[config.mk]
export PLATFORM = sky130hd
export DESIGN_NAME = rt_ts_capture
export DESIGN_NICKNAME = d
export VERILOG_FILES = /design/src/rtl/rt_pkg.sv /design/src/rtl/rt_edge_sync.sv /design/src/rtl/rt_prescale.sv /design/src/rtl/rt_sat_count.sv /design/src/rtl/rt_ts_capture.sv
export SDC_FILE = /design/constraint.sdc
export NUM_CORES = 1
export LEC_CHECK = 0
export BUFFER_PORTS_ARGS = -buffer_cell sky130_fd_sc_hd__buf_2
export CORE_MARGIN = 2
export CORE_UTILIZATION = 50
export CTS_BUF_LIST = sky130_fd_sc_hd__clkbuf_4 sky130_fd_sc_hd__clkbuf_8 sky130_fd_sc_hd__clkbuf_16
export CTS_CLUSTER_DIAMETER = 60
export DETAILED_ROUTE_END_ITERATION = 12
export PLACE_DENSITY = 0.82
export SKIP_CTS_REPAIR_TIMING = 1
export SYNTH_ARGS = -nofsm -noshare
export SYNTH_HDL_FRONTEND = slang
export SYNTH_HIERARCHICAL = 1
export SYNTH_SLANG_ARGS = --single-unit
[constraint.sdc]
create_clock -name clk -period 1.7 [get_ports clk]
set_input_delay 0.34 -clock clk [delete_from_list [all_inputs] [get_ports clk]]
set_output_delay 0.34 -clock clk [all_outputs]
set_load 0.02 [all_outputs]
[src/rtl/rt_pkg.sv]
package rt_pkg;

    // Control states of the capture channel
    typedef enum logic [1:0] {
        ST_IDLE  = 2'd0,
        ST_COUNT = 2'd1,
        ST_HOLD  = 2'd2
    } cap_state_t;

endpackage

[src/rtl/rt_edge_sync.sv]
// Multi-stage synchronizer followed by a rising-edge detector.
module rt_edge_sync #(
    parameter int STAGES = 2
) (
    input  logic clk,
    input  logic rst_n,
    input  logic d_i,
    output logic rise_o
);
    logic [STAGES:0] sh_q;

    always_ff @(posedge clk) begin
        if (!rst_n) sh_q <= '0;
        else        sh_q <= {sh_q[STAGES-1:0], d_i};
    end

    // Last synchronized stage high, edge-detect stage still low
    assign rise_o = sh_q[STAGES-1] & ~sh_q[STAGES];
endmodule

[src/rtl/rt_prescale.sv]
// Programmable divide-by-2^res tick generator.
module rt_prescale #(
    parameter int RES_W = 2
) (
    input  logic             clk,
    input  logic             rst_n,
    input  logic             clr_i,
    input  logic             en_i,
    input  logic [RES_W-1:0] res_i,
    output logic             tick_o
);
    localparam int PRE_W = (1 << RES_W) - 1;

    logic [PRE_W-1:0] pre_q;
    logic [PRE_W-1:0] wrap_at;

    always_comb begin
        wrap_at = PRE_W'((1 << res_i) - 1);
        tick_o  = en_i && (pre_q == wrap_at);
    end

    always_ff @(posedge clk) begin
        if (!rst_n)     pre_q <= '0;
        else if (clr_i) pre_q <= '0;
        else if (en_i)  pre_q <= tick_o ? '0 : pre_q + 1'b1;
    end
endmodule

[src/rtl/rt_sat_count.sv]
// Counter that stops at its all-ones value.
module rt_sat_count #(
    parameter int W = 8
) (
    input  logic         clk,
    input  logic         rst_n,
    input  logic         clr_i,
    input  logic         inc_i,
    output logic [W-1:0] q_o
);
    always_ff @(posedge clk) begin
        if (!rst_n)                    q_o <= '0;
        else if (clr_i)                q_o <= '0;
        else if (inc_i && q_o != '1)   q_o <= q_o + 1'b1;
    end
endmodule

[src/rtl/rt_ts_capture.sv]
module rt_ts_capture
    import rt_pkg::*;
#(
    parameter int RT_W        = 8,
    parameter int TS_W        = 16,
    parameter int RES_W       = 2,
    parameter int SYNC_STAGES = 2
) (
    input  logic             clk,
    input  logic             rst_n,
    input  logic             fast_cmp_i,
    input  logic             energy_cmp_i,
    input  logic [RES_W-1:0] rt_res_i,
    input  logic [RES_W-1:0] ts_res_i,
    input  logic             rd_ack_i,
    output logic             valid_o,
    output logic [RT_W-1:0]  rise_o,
    output logic [TS_W-1:0]  stamp_o
);
    localparam int MAX_SHIFT = (1 << RES_W) - 1;
    localparam int FREE_W    = TS_W + MAX_SHIFT;
    localparam int NUM_CMP   = 2;
    localparam int IDX_START = 0;
    localparam int IDX_STOP  = 1;

    // ---------------- comparator synchronizers ----------------
    logic [NUM_CMP-1:0] cmp_raw;
    logic [NUM_CMP-1:0] cmp_rise;

    assign cmp_raw = {energy_cmp_i, fast_cmp_i};

    generate
        for (genvar g = 0; g < NUM_CMP; g++) begin : g_sync
            rt_edge_sync #(.STAGES(SYNC_STAGES)) u_sync (
                .clk    (clk),
                .rst_n  (rst_n),
                .d_i    (cmp_raw[g]),
                .rise_o (cmp_rise[g])
            );
        end
    endgenerate

    logic start_p, stop_p;
    assign start_p = cmp_rise[IDX_START];
    assign stop_p  = cmp_rise[IDX_STOP];

    // ---------------- control state machine ----------------
    cap_state_t state_q, state_d;

    always_ff @(posedge clk) begin
        if (!rst_n) state_q <= ST_IDLE;
        else        state_q <= state_d;
    end

    always_comb begin
        state_d = state_q;
        unique case (state_q)
            ST_IDLE:  if (start_p)  state_d = ST_COUNT;   // ARM
            ST_COUNT: if (stop_p)   state_d = ST_HOLD;    // STOP
            ST_HOLD:  if (rd_ack_i) state_d = ST_IDLE;    // RELEASE
            default:                state_d = ST_IDLE;
        endcase
    end

    logic arm, release_now;
    assign arm         = (state_q == ST_IDLE) && start_p;
    assign release_now = (state_q == ST_HOLD) && rd_ack_i;

    // ---------------- timestamp ----------------
    logic [FREE_W-1:0] free_q;
    logic [FREE_W-1:0] free_shifted;
    logic [TS_W-1:0]   stamp_q;

    assign free_shifted = free_q >> ts_res_i;

    always_ff @(posedge clk) begin
        if (!rst_n) free_q <= '0;
        else        free_q <= free_q + 1'b1;
    end

    always_ff @(posedge clk) begin
        if (!rst_n)           stamp_q <= '0;
        else if (release_now) stamp_q <= '0;
        else if (arm)         stamp_q <= free_shifted[TS_W-1:0];
    end

    // ---------------- rise-time count ----------------
    logic cnt_clr, cnt_en, tick;
    logic [RT_W-1:0] rise_q;

    assign cnt_clr = (state_q == ST_IDLE) || release_now;
    assign cnt_en  = (state_q == ST_COUNT);

    rt_prescale #(.RES_W(RES_W)) u_pre (
        .clk    (clk),
        .rst_n  (rst_n),
        .clr_i  (cnt_clr),
        .en_i   (cnt_en),
        .res_i  (rt_res_i),
        .tick_o (tick)
    );

    rt_sat_count #(.W(RT_W)) u_cnt (
        .clk   (clk),
        .rst_n (rst_n),
        .clr_i (cnt_clr),
        .inc_i (tick),
        .q_o   (rise_q)
    );

    // ---------------- outputs ----------------
    always_comb begin
        valid_o = (state_q == ST_HOLD);
        rise_o  = rise_q;
        stamp_o = stamp_q;
    end
endmodule

==> results of run 1 <==
==> worst max-delay path by stage <==
stage	startpoint	to	slack (ps)	cells past startpoint
floorplan	u_pre/pre_q[1]	u_cnt/q_o[5]	60	6
global placement	rt_res_i[0]	u_cnt/q_o[5]	-60	7
detailed placement	rt_res_i[0]	u_cnt/q_o[5]	-140	7
CTS	u_pre/pre_q[2]	u_cnt/q_o[5]	-70	6
global route	u_pre/pre_q[1]	u_cnt/q_o[5]	-40	6
finish	u_pre/pre_q[2]	u_cnt/q_o[5]	40	6
==> state kept, by name, summed over array words and instances (netlist names) <==
signal / cells
state_q: 2
g_sync.u_sync/sh_q: 6
free_q: 19
u_pre/pre_q: 3
stamp_o: 16
u_cnt/q_o: 8
==> cells in the final DEF, fill, tap and decap left out, drive strengths merged, types with 2 or more instances in the layout <==
cell / count
nand2b: 8
or3: 5
xnor2: 10
nand3: 9
dfxtp: 54
buf: 57
nand4: 4
and2: 9
clkbuf: 6
mux4: 16
mux2i: 6
inv: 4
a21oi: 28
nor4b: 2
nor4: 4
o21ai: 6
nor2: 18
a21boi: 2
nand2: 48
xor2: 2
nor3: 5
nor2b: 9
a31oi: 2
and4: 6
ha: 3
==> stage by stage <==
step	TNS, ps	hold WS [ps]	power, uW
3_5_place_dp	-418	422	1460
4_1_cts	-109	214	2140
3_3_place_gp	-155	414	1450
5_1_grt	-56.2	208	2210
6_report	0	223	2130
2_1_floorplan	0	412	1410
==> per-layer routing <==
metal | part of all wire | track usage | up-vias
li1 | - | - | 1103
met1 | 0.46 | 0.241 | 1069
met2 | 0.48 | 0.309 | 48
met3 | 0.040 | 0.0518 | 6
met4 | 0.015 | 0.0929 | 0
met5 | 0 | 0 | -
==> kinds of logic after synthesis <==
family,Yosys count,synth area share
flops,54,0.404
compound gates,43,0.0932
buf+inv,15,0.0229
xor+xnor,12,0.0393
mux,22,0.160
fa+ha+maj,3,0.0140
simple gates,131,0.266
==> area by class of cell <==
type	instances	area, sq um
Inverter	5	18.8
Sequential cell	54	1090
Clock inverter	1	7.51
Multi-Input combinational cell	211	1570
Timing Repair Buffer	57	358
Tap cell	70	87.6
Fill cell	438	1930
Clock buffer	6	76.3
==> worst max-delay path, cell delays in order (launching register included) <==
cell,delay [ps]
dfxtp_4,370
nand4bb_1,170
o22a_2,270
a21boi_4,190
nand4_1,160
a211oi_2,210
mux2i_1,220
==> power by group <==
part	internal [uW]	switching, uW	leakage, uW
Combinational	64.9	72.5	0.000737
Clock	299	396	0.0000407
Sequential	1280	16.4	0.000438
Total	1640	485	0.00122
==> key figures, run 1 <==
Status
  • Status: finished, final reports clean

Die
  • Core Region: 5140 sq um
  • Die Span X: 77.1 um
  • Die area: 5950 sq um
  • Rows: 26
  • Io pins: 34
  • DIE HEIGHT: 77.1 um
  • Starting Density: 0.520

Place
  • # placed instances: 396
  • Routability Congestion: roughly 0.86
  • DP Worst Slack: -145 ps
  • Dpl hpwl: roughly 3.8 mm
  • IO buf count: 33
  • DP Area: 3070 sq um

Logic synthesis
  • Post-Syn Area: 2670 sq um
  • Top-count cell post-synth: dfxtp_1
  • Post-synth top area share: 0.404
  • Yosys top cell by area: dfxtp_1
  • Number of synthesized register bits: between 50 and 60
  • Post-Syn Area per Cell: 9.54 sq um
  • Largest cells by area after synthesis: dfxtp_1 40%, mux4_2 12%, nand2_1 6.7%
  • Leading cell types by count after synthesis: 54 x dfxtp_1, 48 x nand2_1, 28 x a21oi_1
  • Cells after synthesis: 280
  • Synthesized net count: 292
  • Register area share after synthesis: 0.404
  • Post-synth EDFFs: 0
  • Ys async rst share: 0
  • Syn. warnings: 6
  • Main synth FF type: dfxtp_1
  • Yosys cell types: between 40 and 50

CTS
  • TritonCTS clock tree: built
  • CTS buffer count: 5
  • H-tree depth: 2
  • Clk Latency, worst-skew pair: 310 ps
  • CTS Root Cell: clkbuf_8
  • Max Root-Sink Buffers: 2
  • CTS sink count: 54
  • CTS clk-pin slew, worst paths: 90 ps

Timing
  • Final slew viol count: 0
  • Unrepaired setup endpoints after global routing: true
  • Worst-Margin Slew: 553 ps
  • Fmax: 601 MHz
  • Slew headroom: 0.631
  • Final setup fails: 0
  • Count of final hold-check violations: 0
  • Final worst-path cycle share: 0.979
  • Post-layout min period: 1660 ps
  • Clk_skew: 8.38 ps
  • Final worst setup slack: approximately 35 ps

Route
  • Detailed Route Iter0 Violations: 230
  • Vias: 2,226
  • WL final: 5.39 mm
  • Pre-Repair DR Iteration Count: 4
  • Vias per cell: about 5.5
  • DRC: 0
  • ANT nets after route: 0
  • WL/cell: 13.4 um

Finish
  • Nets: 346
  • Ant diodes: 0
  • Layout Utilization: 0.624
  • Layout area overhead: 20.1%
  • Share of cells above drive strength 1: 0.287
  • Design Area, Final: roughly 3200 sq um
  • Post-route insts no fill: between 400 and 500

Global route
  • Largest net degree at the start of global routing: 17
  • First-pass GRT wire length: 9.17 mm
  • Total Routing Usage GR: 0.193
  • Overflow left after global routing: 0
  • Initial antenna violation count: 0
  • Number of global-route vias before repair: 2,038

Worst setup path
  • CP Capture Type: flip-flop
  • WS Path Type: reg2reg
  • Worst R2R Path Depth: 6
  • Required time of the critical path: 1940 ps
  • Crit Reg-Reg Endpoint: u_cnt/q_o[5]
  • Critical path startpoint category: flip-flop
  • Worst flop-to-flop path startpoint: u_pre/pre_q[2]
  • CP Max Fanout: 4
  • Reg2Reg Setup Slack: 40 ps
  • Arrival time worst endpoint: 1900 ps

Power
  • Peak VDD IR: 0.403 mV
  • PwrDens: 663 nW/um^2
  • Leak Pwr: approximately 0.0012 uW

Worst hold path
  • Hold Crit Start: fast_cmp_i
  • Hold path cells: 2
  • Worst min-delay path class: in2reg
  • Hold Path End: g_sync[0].u_sync/sh_q[0]

Flow run
  • Max-cap violations: 0
No activity file was read; power rests on OpenSTA's default activity.
==> run 2, diff against run 1 <==
--- a/config.mk
+++ b/config.mk
@@ -7,13 +7,15 @@
 export LEC_CHECK = 0
 export BUFFER_PORTS_ARGS = -buffer_cell sky130_fd_sc_hd__buf_2
 export CORE_MARGIN = 2
-export CORE_UTILIZATION = 50
+export CORE_UTILIZATION = 52
 export CTS_BUF_LIST = sky130_fd_sc_hd__clkbuf_4 sky130_fd_sc_hd__clkbuf_8 sky130_fd_sc_hd__clkbuf_16
 export CTS_CLUSTER_DIAMETER = 60
 export DETAILED_ROUTE_END_ITERATION = 12
-export PLACE_DENSITY = 0.82
+export MAX_ROUTING_LAYER = met4
+export PLACE_DENSITY = 0.85
 export SKIP_CTS_REPAIR_TIMING = 1
 export SYNTH_ARGS = -nofsm -noshare
 export SYNTH_HDL_FRONTEND = slang
 export SYNTH_HIERARCHICAL = 1
 export SYNTH_SLANG_ARGS = --single-unit
+export TNS_END_PERCENT = 20
==> run 2 against run 1 <==
Against the previous run:
- via count up 1.4%
- sequential share of layout area decreased by 0.15 points
- total power is 8.1% higher
- wire length rose by 1.7%
- global-route usage up 1.5 points
- first-iteration DRC count shrank 33%
==> key figures, run 2 (synthesized netlist as in run 1, its figures left out) <==
Worst setup path
  • CP Max Fanout: 4 (unchanged)
  • CP Capture Type: flip-flop
  • WS Path Type: reg2reg
  • Critical path startpoint category: flip-flop
  • Required time of the critical path: 1940 ps (about the same)
  • Arrival time worst endpoint: 1930 ps (+30 ps)

Power
  • PwrDens: 712 nW/um^2 (+7.4%)
  • Final Power: 2300 uW (+8.1%)
  • Switch Pwr: 485 uW (-0.12%)
  • Combinational Power Share: 0.062 (-0.003)
  • Sw frac: 0.211 (-0.0174)
  • Reg power frac: 0.562 (-0.046)
  • Internal cell power: 1810 uW (+11%)
  • Clock power frac: 0.376 (+0.049)
  • Peak VDD IR: 0.379 mV (-5.9%)
  • Leak Pwr: 0.00123 uW (+1.5%)

Global route
  • Initial antenna violation count: 0 (unchanged)
  • Largest net degree at the start of global routing: 18 (+1)
  • First-pass GRT wire length: 8.80 mm (-4.0%)
  • Total Routing Usage GR: 0.207 (+0.0147)
  • Overflow left after global routing: 0 (unchanged)
  • Number of global-route vias before repair: 1,952 (-4.2%)

Place
  • IO buf count: 33 (unchanged)
  • DP Worst Slack: -112 ps (+33.4 ps)
  • Dpl hpwl: 3.67 mm (-3.1%)
  • Routability Congestion: 0.867 (+0.32%)

Finish
  • Area of the multi-input gates: 1560 sq um (-0.64%)
  • Sequential cell area: 1090 sq um (+0.23%)
  • Nets: 346 (unchanged)
  • Layout area overhead: 20.9%
  • Commonest non-fill, non-tap cells in the layout: 48 x nand2_1, 48 x dfxtp_1, 33 x buf_2, 28 x a21oi_1, 23 x buf_4
  • Share of cells above drive strength 1: 0.290 (+0.00299)
  • Fill count: 379 (-13%)
  • Max FFs per register: 19 (unchanged)
  • Ant diodes: 0 (unchanged)
  • Layout Utilization: 0.641 (+0.0163)
  • Largest reg by FF count: free_q

Worst hold path
  • Worst min-delay path class: in2reg

CTS
  • Clk Latency, worst-skew pair: 300 ps (about the same)
  • CTS buffer count: 5 (unchanged)
  • H-tree depth: 2 (unchanged)
  • CTS Root Cell: clkbuf_8
  • Max Root-Sink Buffers: 2 (unchanged)
  • CTS sink count: 54 (unchanged)
  • TritonCTS clock tree: built
  • CTS clk-pin slew, worst paths: 90 ps (about the same)

Die
  • Core Region: 5040 sq um (-1.9%)
  • Io pins: 34 (unchanged)
  • Die Span X: 75.7 um (-1.8%)
  • Rows: 26 (unchanged)
  • DIE HEIGHT: 75.7 um (-1.8%)
  • Die area: 5730 sq um (-3.6%)
  • Starting Density: 0.530 (+0.0101)

Route
  • Vias: 2,257 (+1.4%)
  • ANT nets after route: 0 (unchanged)
  • Detailed Route Iter0 Violations: 155 (-33%)
  • DRC: 0 (unchanged)
  • WL final: 5.49 mm (+1.7%)
  • WL/cell: 13.6 um (+1.7%)
  • Pre-Repair DR Iteration Count: 4 (unchanged)
  • Vias per cell: 5.59 (+1.4%)

Timing
  • Post-route setup TNS: 0 ps (unchanged)
  • Worst-Margin Slew: 544 ps (-9.20 ps)
  • Unrepaired setup endpoints after global routing: true
  • Final worst setup slack: 6.50 ps (-28.7 ps)
  • Count of final hold-check violations: 0 (unchanged)
  • Post-layout min period: 1690 ps (+28.7 ps)
  • Clk_skew: 6.85 ps (-1.53 ps)
  • Final slew viol count: 0 (unchanged)
  • Slew headroom: 0.637 (+0.00526)
  • Final setup fails: 0 (unchanged)
  • Final worst-path cycle share: 0.996 (+0.0169)
  • Fmax: 590 MHz (-1.7%)

Status
  • Status: finished, final reports clean

Flow run
  • Max-cap violations: 0 (unchanged)
## run 2: cell type report
cell class                 instances  share of cell area
inverter                           5             0.00581
multi-input combinational        211               0.484
clock inverter                     1             0.00930
clock buffer                       6              0.0256
sequential                        54               0.338
timing repair buffer              57               0.111
tap                               70              0.0271
## run 2: per-stage QoR
stage               instance area [sq um]  std cells  hold slack, ps
floorplan                            2680        280             412
global placement                     3050        393             413
detailed placement                   3050        393             423
CTS                                  3160        400             224
global route                         3230        404             219
finish                               3230        404             235
## run 2: worst paths after layout
| check | from | end | slack [ps] | depth (start not counted) |
|---|---|---|---|---|
| max | u_pre/pre_q[1] | u_cnt/q_o[5] | 7 | 6 |
| min | fast_cmp_i | g_sync[0].u_sync/sh_q[0] | 230 | 2 |
| max reg2reg | u_pre/pre_q[1] | u_cnt/q_o[5] | 7 | 6 |
| min reg2reg | g_sync[1].u_sync/sh_q[0] | g_sync[1].u_sync/sh_q[1] | 440 | 1 |
## run 2: power by group through the flow
stage	registers (uW)	clock network [uW]	logic, uW
2_1_floorplan	1320	0	93.0
3_3_place_gp	1320	0	131
3_5_place_dp	1320	0	136
4_1_cts	1290	882	136
5_1_grt	1300	940	156
6_report	1290	864	143
## run 2: critical path, stage by stage, from the launching register on
cell	delay (ps)
dfxtp_2	360
nand4bb_1	220
o22a_2	290
a21boi_4	190
nand4_1	160
a211oi_2	220
mux2i_1	200
## run 2: per-layer routing
| layer | vias to the layer above | GRT usage | wire length (um) |
|---|---|---|---|
| met5 | - | - | 0 |
| met4 | 0 | 0.0916 | 108 |
| met3 | 15 | 0.0384 | 192 |
| met2 | 57 | 0.319 | 2620 |
| met1 | 1078 | 0.268 | 2570 |
| li1 | 1107 | - | - |
